===== src/rtl/pin_ctrl_pkg.sv =====
package pin_ctrl_pkg;
  typedef enum logic [1:0] {
    PH_IDLE  = 2'd0,
    PH_READY = 2'd1,
    PH_DATA  = 2'd2
  } phase_e;
endpackage


===== src/rtl/sclk_edge_sync.sv =====
module sclk_edge_sync #(
  parameter int STAGES = 2
) (
  input  logic clk_i,
  input  logic rst_ni,
  input  logic sclk_i,
  output logic rise_o
);
  logic [STAGES-1:0] sync_q;
  logic              prev_q;

  always_ff @(posedge clk_i or negedge rst_ni) begin
    if (!rst_ni) begin
      sync_q <= '0;
      prev_q <= 1'b0;
    end else begin
      sync_q <= {sync_q[STAGES-2:0], sclk_i};
      prev_q <= sync_q[STAGES-1];
    end
  end

  assign rise_o = sync_q[STAGES-1] & ~prev_q;

  assert_rise_single_R4: assert property (@(posedge clk_i) disable iff (!rst_ni)
    rise_o |=> !rise_o);
endmodule


===== src/rtl/ready_seq.sv =====
module ready_seq
  import pin_ctrl_pkg::*;
#(
  parameter int HI_PRE  = 12,
  parameter int LO_LEN  = 12,
  parameter int HI_POST = 12
) (
  input  logic   clk_i,
  input  logic   rst_ni,
  input  logic   load_i,
  output phase_e phase_o,
  output logic   ready_lvl_o,
  output logic   pulse_start_o
);
  localparam int READY_LEN = HI_PRE + LO_LEN + HI_POST;
  localparam int TMR_W     = $clog2(READY_LEN);
  localparam logic [TMR_W-1:0] LAST_T = TMR_W'(READY_LEN - 1);
  localparam logic [TMR_W-1:0] LO_BEG = TMR_W'(HI_PRE);
  localparam logic [TMR_W-1:0] LO_END = TMR_W'(HI_PRE + LO_LEN);
  localparam logic [TMR_W-1:0] PRE_T  = TMR_W'(HI_PRE - 1);

  phase_e           phase_q;
  logic [TMR_W-1:0] tmr_q;

  always_ff @(posedge clk_i or negedge rst_ni) begin
    if (!rst_ni) begin
      phase_q <= PH_IDLE;
      tmr_q   <= '0;
    end else if (load_i) begin
      phase_q <= PH_READY;
      tmr_q   <= '0;
    end else if (phase_q == PH_READY) begin
      if (tmr_q == LAST_T) begin
        phase_q <= PH_DATA;
        tmr_q   <= '0;
      end else begin
        tmr_q <= tmr_q + 1'b1;
      end
    end
  end

  assign phase_o       = phase_q;
  assign ready_lvl_o   = !((tmr_q >= LO_BEG) && (tmr_q < LO_END));
  // counted on the edge that enters the low window; a restart cancels it
  assign pulse_start_o = (phase_q == PH_READY) && (tmr_q == PRE_T) && !load_i;

  assert_restart_R8: assert property (@(posedge clk_i) disable iff (!rst_ni)
    load_i |=> (phase_q == PH_READY) && (tmr_q == '0));
  assert_timer_bound_R2: assert property (@(posedge clk_i) disable iff (!rst_ni)
    tmr_q <= LAST_T);
  assert_data_entry_R3: assert property (@(posedge clk_i) disable iff (!rst_ni)
    $rose(phase_q == PH_DATA) |-> $past(tmr_q) == LAST_T);
endmodule


===== src/rtl/dor_shift.sv =====
module dor_shift #(
  parameter int DATA_W = 24
) (
  input  logic              clk_i,
  input  logic              rst_ni,
  input  logic              load_i,
  input  logic [DATA_W-1:0] data_i,
  input  logic              shift_i,
  output logic              msb_o
);
  logic [DATA_W-1:0] sr_q;

  always_ff @(posedge clk_i or negedge rst_ni) begin
    if (!rst_ni)      sr_q <= '0;
    else if (load_i)  sr_q <= data_i;
    else if (shift_i) sr_q <= {sr_q[DATA_W-2:0], 1'b0};
  end

  assign msb_o = sr_q[DATA_W-1];

  assert_load_R7: assert property (@(posedge clk_i) disable iff (!rst_ni)
    load_i |=> msb_o == $past(data_i[DATA_W-1]));
  assert_shift_R4: assert property (@(posedge clk_i) disable iff (!rst_ni)
    (shift_i && !load_i) |=> msb_o == $past(sr_q[DATA_W-2]));
  assert_hold_R6: assert property (@(posedge clk_i) disable iff (!rst_ni)
    (!shift_i && !load_i) |=> $stable(sr_q));
endmodule


===== src/rtl/valid_track.sv =====
module valid_track #(
  parameter int VALID_AT = 6
) (
  input  logic clk_i,
  input  logic rst_ni,
  input  logic pulse_i,
  output logic valid_o
);
  localparam int CNT_W = $clog2(VALID_AT + 1);
  localparam logic [CNT_W-1:0] CNT_MAX = CNT_W'(VALID_AT);

  logic [CNT_W-1:0] cnt_q;

  always_ff @(posedge clk_i or negedge rst_ni) begin
    if (!rst_ni)                         cnt_q <= '0;
    else if (pulse_i && cnt_q != CNT_MAX) cnt_q <= cnt_q + 1'b1;
  end

  assign valid_o = (cnt_q == CNT_MAX);

  assert_valid_sticky_R9: assert property (@(posedge clk_i) disable iff (!rst_ni)
    valid_o |=> valid_o);
  assert_count_step_R10: assert property (@(posedge clk_i) disable iff (!rst_ni)
    !pulse_i |=> $stable(cnt_q));
endmodule


===== src/rtl/rdy_data_pin.sv =====
module rdy_data_pin
  import pin_ctrl_pkg::*;
#(
  parameter int DATA_W   = 24,
  parameter int HI_PRE   = 12,
  parameter int LO_LEN   = 12,
  parameter int HI_POST  = 12,
  parameter int VALID_AT = 6,
  parameter int SYNC_ST  = 2
) (
  input  logic              clk_i,
  input  logic              rst_ni,
  input  logic [DATA_W-1:0] result_i,
  input  logic              result_stb_i,
  input  logic              sclk_i,
  output logic              pin_o,
  output logic              data_valid_o
);
  phase_e phase;
  logic   ready_lvl, pulse_start, sclk_rise, dor_msb, shift_en;

  sclk_edge_sync #(.STAGES(SYNC_ST)) u_sync (
    .clk_i  (clk_i),
    .rst_ni (rst_ni),
    .sclk_i (sclk_i),
    .rise_o (sclk_rise)
  );

  ready_seq #(.HI_PRE(HI_PRE), .LO_LEN(LO_LEN), .HI_POST(HI_POST)) u_seq (
    .clk_i         (clk_i),
    .rst_ni        (rst_ni),
    .load_i        (result_stb_i),
    .phase_o       (phase),
    .ready_lvl_o   (ready_lvl),
    .pulse_start_o (pulse_start)
  );

  assign shift_en = sclk_rise && (phase == PH_DATA);

  dor_shift #(.DATA_W(DATA_W)) u_dor (
    .clk_i   (clk_i),
    .rst_ni  (rst_ni),
    .load_i  (result_stb_i),
    .data_i  (result_i),
    .shift_i (shift_en),
    .msb_o   (dor_msb)
  );

  valid_track #(.VALID_AT(VALID_AT)) u_valid (
    .clk_i   (clk_i),
    .rst_ni  (rst_ni),
    .pulse_i (pulse_start),
    .valid_o (data_valid_o)
  );

  always_comb begin
    unique case (phase)
      PH_READY: pin_o = ready_lvl;
      PH_DATA:  pin_o = dor_msb;
      default:  pin_o = 1'b1;
    endcase
  end

  assert_ready_ignores_sclk_R5: assert property (@(posedge clk_i) disable iff (!rst_ni)
    (phase == PH_READY && sclk_rise && !result_stb_i) |=> $stable(dor_msb));
  assert_idle_high_R1: assert property (@(posedge clk_i) disable iff (!rst_ni)
    (phase == PH_IDLE) |-> (pin_o && !data_valid_o));
endmodule


===== config.mk =====
export PLATFORM = sky130hd
export DESIGN_NAME = rdy_data_pin
export DESIGN_NICKNAME = d
export VERILOG_FILES = /design/src/rtl/pin_ctrl_pkg.sv /design/src/rtl/sclk_edge_sync.sv /design/src/rtl/ready_seq.sv /design/src/rtl/dor_shift.sv /design/src/rtl/valid_track.sv /design/src/rtl/rdy_data_pin.sv
export SDC_FILE = /design/constraint.sdc
export NUM_CORES = 1
export LEC_CHECK = 0
export ABC_CLOCK_PERIOD_IN_PS = 4720
export BUFFER_PORTS_ARGS = -buffer_cell sky130_fd_sc_hd__buf_2
export CORE_MARGIN = 8
export CORE_UTILIZATION = 50
export DETAILED_ROUTE_END_ITERATION = 8
export PLACE_DENSITY = 0.71
export SETUP_SLACK_MARGIN = 0.05
export SLEW_MARGIN = 10
export SYNTH_ARGS = -nofsm -noshare
export SYNTH_HDL_FRONTEND = slang
export SYNTH_SLANG_ARGS = --single-unit
export TNS_END_PERCENT = 100

===== constraint.sdc =====
create_clock -name clk_i -period 4.72 [get_ports clk_i]
set_clock_uncertainty 0.15 [all_clocks]
set_input_delay 0.944 -clock clk_i [delete_from_list [all_inputs] [get_ports clk_i]]
set_output_delay 0.944 -clock clk_i [all_outputs]
set_load 0.1 [all_outputs]

# Yosys cells after proc, flatten, opt, wreduce, memory -nomap -nowiden
# Index checks and enable logic that the tools add are counted.
# op_classes
magnitude_cmp,2
n_eq_ne,6
bitwise,2
n_reduce_logical,11
muxes,9
add_sub_neg,2
# ops
op,count
2-to-1 mux 24 bit,2
2-to-1 mux 6 bit,3
"adder 6 x 1 -> 6 bit, second input constant",1
"== test 6 x 4 -> 1 bit, second input constant",1
"== test 6 bit, second input constant",1
"greater-or-equal comparator 6 x 4 -> 1 bit, second input constant",1
"< comparator 6 x 5 -> 1 bit, second input constant",1
2-to-1 mux 2 bit,3
nonzero test 2 bit,3
logical AND 1 bit,5
"adder 3 x 1 -> 3 bit, second input constant",1
"== test 3 bit, second input constant",1
"!= test 3 bit, second input constant",1
"== test 2 x 1 -> 1 bit, second input constant",1
"== test 2 bit, second input constant",1
zero test 1 bit,2
one-hot mux 1 bit (2 select lines),1
AND reduction 2 bit,1
AND 1 bit,1
inverter 1 bit,1
# word_totals
ff_bits,38
in_bits,28
out_inout_bits,2

# Depth between registers and ports, before layout
# depth
word_depth,5
depth_mapped,7

# By module
# From an unflattened synthesis, not the netlist that was laid out.
# unflattened
hier_cells,175
area_unflattened_um2,1894.3
# by_module_without_submodules
mod,area_each_um2,instances,cells_per_inst
dor_shift,1124.8,1,104
ready_seq,462.9,1,47
valid_track,168.9,1,14
sclk_edge_sync,88.8,1,4
rdy_data_pin,48.8,1,6

# Worst setup path before layout
# No wires, ideal clock.
# synth_timing
path_kind,register -> output
startpoint,register u_seq.tmr_q[4]
endpoint,output pin_o
t_arrival_ps,1461
setup_slack_ps,2165
required_time_ps,3626
stages_incl_launch_ff,4
n_path_buf,0
path_cell_list,dfrtp_1 nand3b_1 a21o_1 a221o_1
# synth_between
elab_chain_len,4
elab_cells_between_ends,5
# synth_lines
element,line_no,text
from (decl),ready_seq.sv:23,logic [TMR_W-1:0] tmr_q;
from (signal assigned),ready_seq.sv:37,tmr_q <= tmr_q + 1'b1;
greater-or-equal comparator 6 x 4 -> 1 bit or < comparator 6 x 5 -> 1 bit (tied branches),ready_seq.sv:43,assign ready_lvl_o = !((tmr_q >= LO_BEG) && (tmr_q < LO_END));
logical AND 1 bit (*),ready_seq.sv:43,
zero test 1 bit (*),ready_seq.sv:43,
one-hot mux 1 bit (2 select lines) (*),rdy_data_pin.sv:57,unique case (phase)
to (decl),rdy_data_pin.sv:16,"output logic pin_o,"
# Every way passes the cells marked *; elsewhere a longest branch is shown, timed or not.

# Final worst setup path
# Same ends and word-level chain as after synthesis.

==> out/results.ini <==
[worst_setup_path]
crit_slowest_cell=dfrtp_1
worstPathMaxFanout=8
cpPeakStageDelay_ps=470
rrSetupSlack_ps=2920
arrival_ps=1740
start_kind=register
crit_buf_inv=1
critical-path-top-delay-family=compound AO/OA/AOI/OAI gates
cp_cell_sequence=nand3b_1 > a21o_1 > a221o_1 > buf_2
timing.rr.end=u_valid.cnt_q[2]
path_class=reg -> out
reg2regPathDepth=5
reg2reg_from=u_seq.phase_o[1]
worstSetupEndpointType=output pin
required_ps=3630

[place]
gp_routability_congestion=0.813
dp.cells=243
hpwl_um=2300
port_buffers=29

[power_and_ir_drop]
p_total_w=0.000677
leakage_nw=1.15
power.density_mw_per_mm2=318
ir_drop_mv=0.211

[sta]
tightest_slew_ps=817
fin_tns_setup_ps=0
slew_headroom_pct=45.5
period_share_pct=60.1
rsz0062_at_grt=no
setup_violations=0
fmax_ghz=0.352
final-max-slew-violation-count=0
hold_violations=0
layout_min_cycle_time_ps=2840

[die]
start_util_pct=51.5
die-area_sq_mm=0.00596
ios=30
num_rows=22
core_area_sq_mm=0.00363
die_w_um=77.2
fp.dieH_um=77.2

[logic_synthesis]
ys_ff_latch=38
yosysWarnings=0
yosysSeqAreaShare_pct=50.8
yosys-top-cells-area=dfrtp_1, mux2i_1, o21ai_0
yosys.cell_types.count=31
netlist_instances=176
synth_fp_nets=210
syn_area_per_cell_sq_um=10.6
synth_edf_count=0
async_reset_ff_share_pct=100
yosysTopAreaCellShare_pct=50.8
synth_commonest_cells=dfrtp_1, nand2_1, o21ai_0
syn_area_sq_mm=0.00187
yosys.area.top_type=dfrtp_1
yosysMostFrequentCell=dfrtp_1
synth-main-ff-cell=dfrtp_1

[min_path]
hp-start=u_sync.sync_q[0]
hp-class=reg -> reg
holdPathStages=0
min_to=u_sync.sync_q[1]

[outcome]
status=finished clean

[global_route]
track_usage_pct=11.2
grt_pass1_vias=1332
grt_max_degree=58
grt_pass1_wl_um=5530
overflow=0
antenna_found_initial=0

[clock_tree]
clk_pin_slew_ps=70
insertion_delay_ps=280
clk_path_buf_depth=2
cts_tree=yes
cts_setup_buffers=0
cts_made_buffers=5
hold_buffers=0
cts_root_buf=clkbuf_8
cts_resized=0
cts.sinks=38
cts_max_level=2

[cells_and_area]
syn_to_final_growth_pct=13.5
layout.nets=236
num_antenna_cells=0
final_cells=251
layout-drive-gt1-share_pct=21.7
utilization_pct=58.5

[route]
drt_iter0_drc=53
dr.pass1.iters=3
vias=1286
via_per_inst=5.12
avgRoutedWirePerCell_um=12.7
wl_um=3180
route.detailed.drc=0
drtAntennaViolNets=0

[flow_run]
max_cap_violations=0

==> cell families after synthesis <==
kind of cell | count (synthesis) | share of synthesized area [%]
buf+inv | 17 | 4.74
compound gates | 39 | 12.4
mux | 28 | 15.0
xor+xnor | 1 | 0.468
fa+ha+maj | 6 | 4.01
simple gates | 47 | 12.6
flops | 38 | 50.8
==> per-stage QoR <==
stage | worst slack, ps | hold WS, ps | cell area (sq um)
floorplan | 2160 | 181 | 1870
global placement | 2220 | 184 | 2020
detailed placement | 2190 | 204 | 2020
CTS | 1880 | 224 | 2130
global route | 1810 | 222 | 2130
finish | 1880 | 216 | 2130
==> state kept, by name (all words and copies together) (netlist names) <==
name	count
u_sync.sync_q	2
u_seq.phase_o	2
u_valid.cnt_q	3
u_dor.sr_q	24
u_seq.tmr_q	6
u_sync.prev_q	1
==> routing by layer <==
layer	part of all wire [%]	track usage, %	wire length (um)	vias to the layer above
met3	4.9	3.96	155	4
li1	-	-	-	657
met5	0	0	0	-
met4	0.98	5.66	31	0
met2	48	18.6	1540	19
met1	46	12.4	1450	606
==> worst register-to-register path, cell delays in order, from the launching register on <==
cell     delay, ps
dfrtp_1        380
inv_1           70
ha_1           330
nor3b_2        300
nand4_1        140
mux2_1         330
==> layout make-up <==
class,instances,area [sq um]
repair buffers,30,153
multi-input cells,121,833
inverters,6,22.5
fillers,314,1510
well taps,48,60.1
clock inverters,1,30.0
clock buffers,7,76.3
flip-flops and latches,38,951
==> how the worst max path moves through the flow <==
stage,endpoint,from,cells past startpoint
3_5_place_dp,pin_o,u_seq.tmr_q[4],4
3_3_place_gp,pin_o,u_seq.tmr_q[4],4
6_report,pin_o,u_seq.tmr_q[4],4
5_1_grt,pin_o,u_seq.tmr_q[4],4
2_1_floorplan,pin_o,u_seq.tmr_q[4],3
4_1_cts,pin_o,u_seq.tmr_q[4],4
==> placed cells by master, fill, tap and decap left out, drive strengths merged <==
| master | n |
|---|---|
| a211o | 1 |
| a21bo | 1 |
| a21o | 3 |
| a21oi | 2 |
| a221o | 1 |
| a32oi | 1 |
| and2 | 1 |
| and4 | 1 |
| buf | 30 |
| bufinv | 1 |
| clkbuf | 7 |
| dfrtp | 38 |
| ha | 6 |
| inv | 6 |
| mux2 | 1 |
| mux2i | 27 |
| nand2 | 31 |
| nand2b | 2 |
| nand3 | 3 |
| nand3b | 2 |
| nand4 | 1 |
| nand4b | 1 |
| nor2 | 2 |
| nor2b | 1 |
| nor3b | 2 |
| o21ai | 28 |
| o21ba | 2 |
| xnor2 | 1 |
==> power breakdown <==
part           total (W)  switching [W]  internal (W)
Combinational  0.0000547      0.0000293     0.0000254
Sequential      0.000362      0.0000140      0.000348
Clock           0.000260       0.000102      0.000158
Total           0.000677       0.000146      0.000531
No activity file was read; power rests on OpenSTA's default activity.
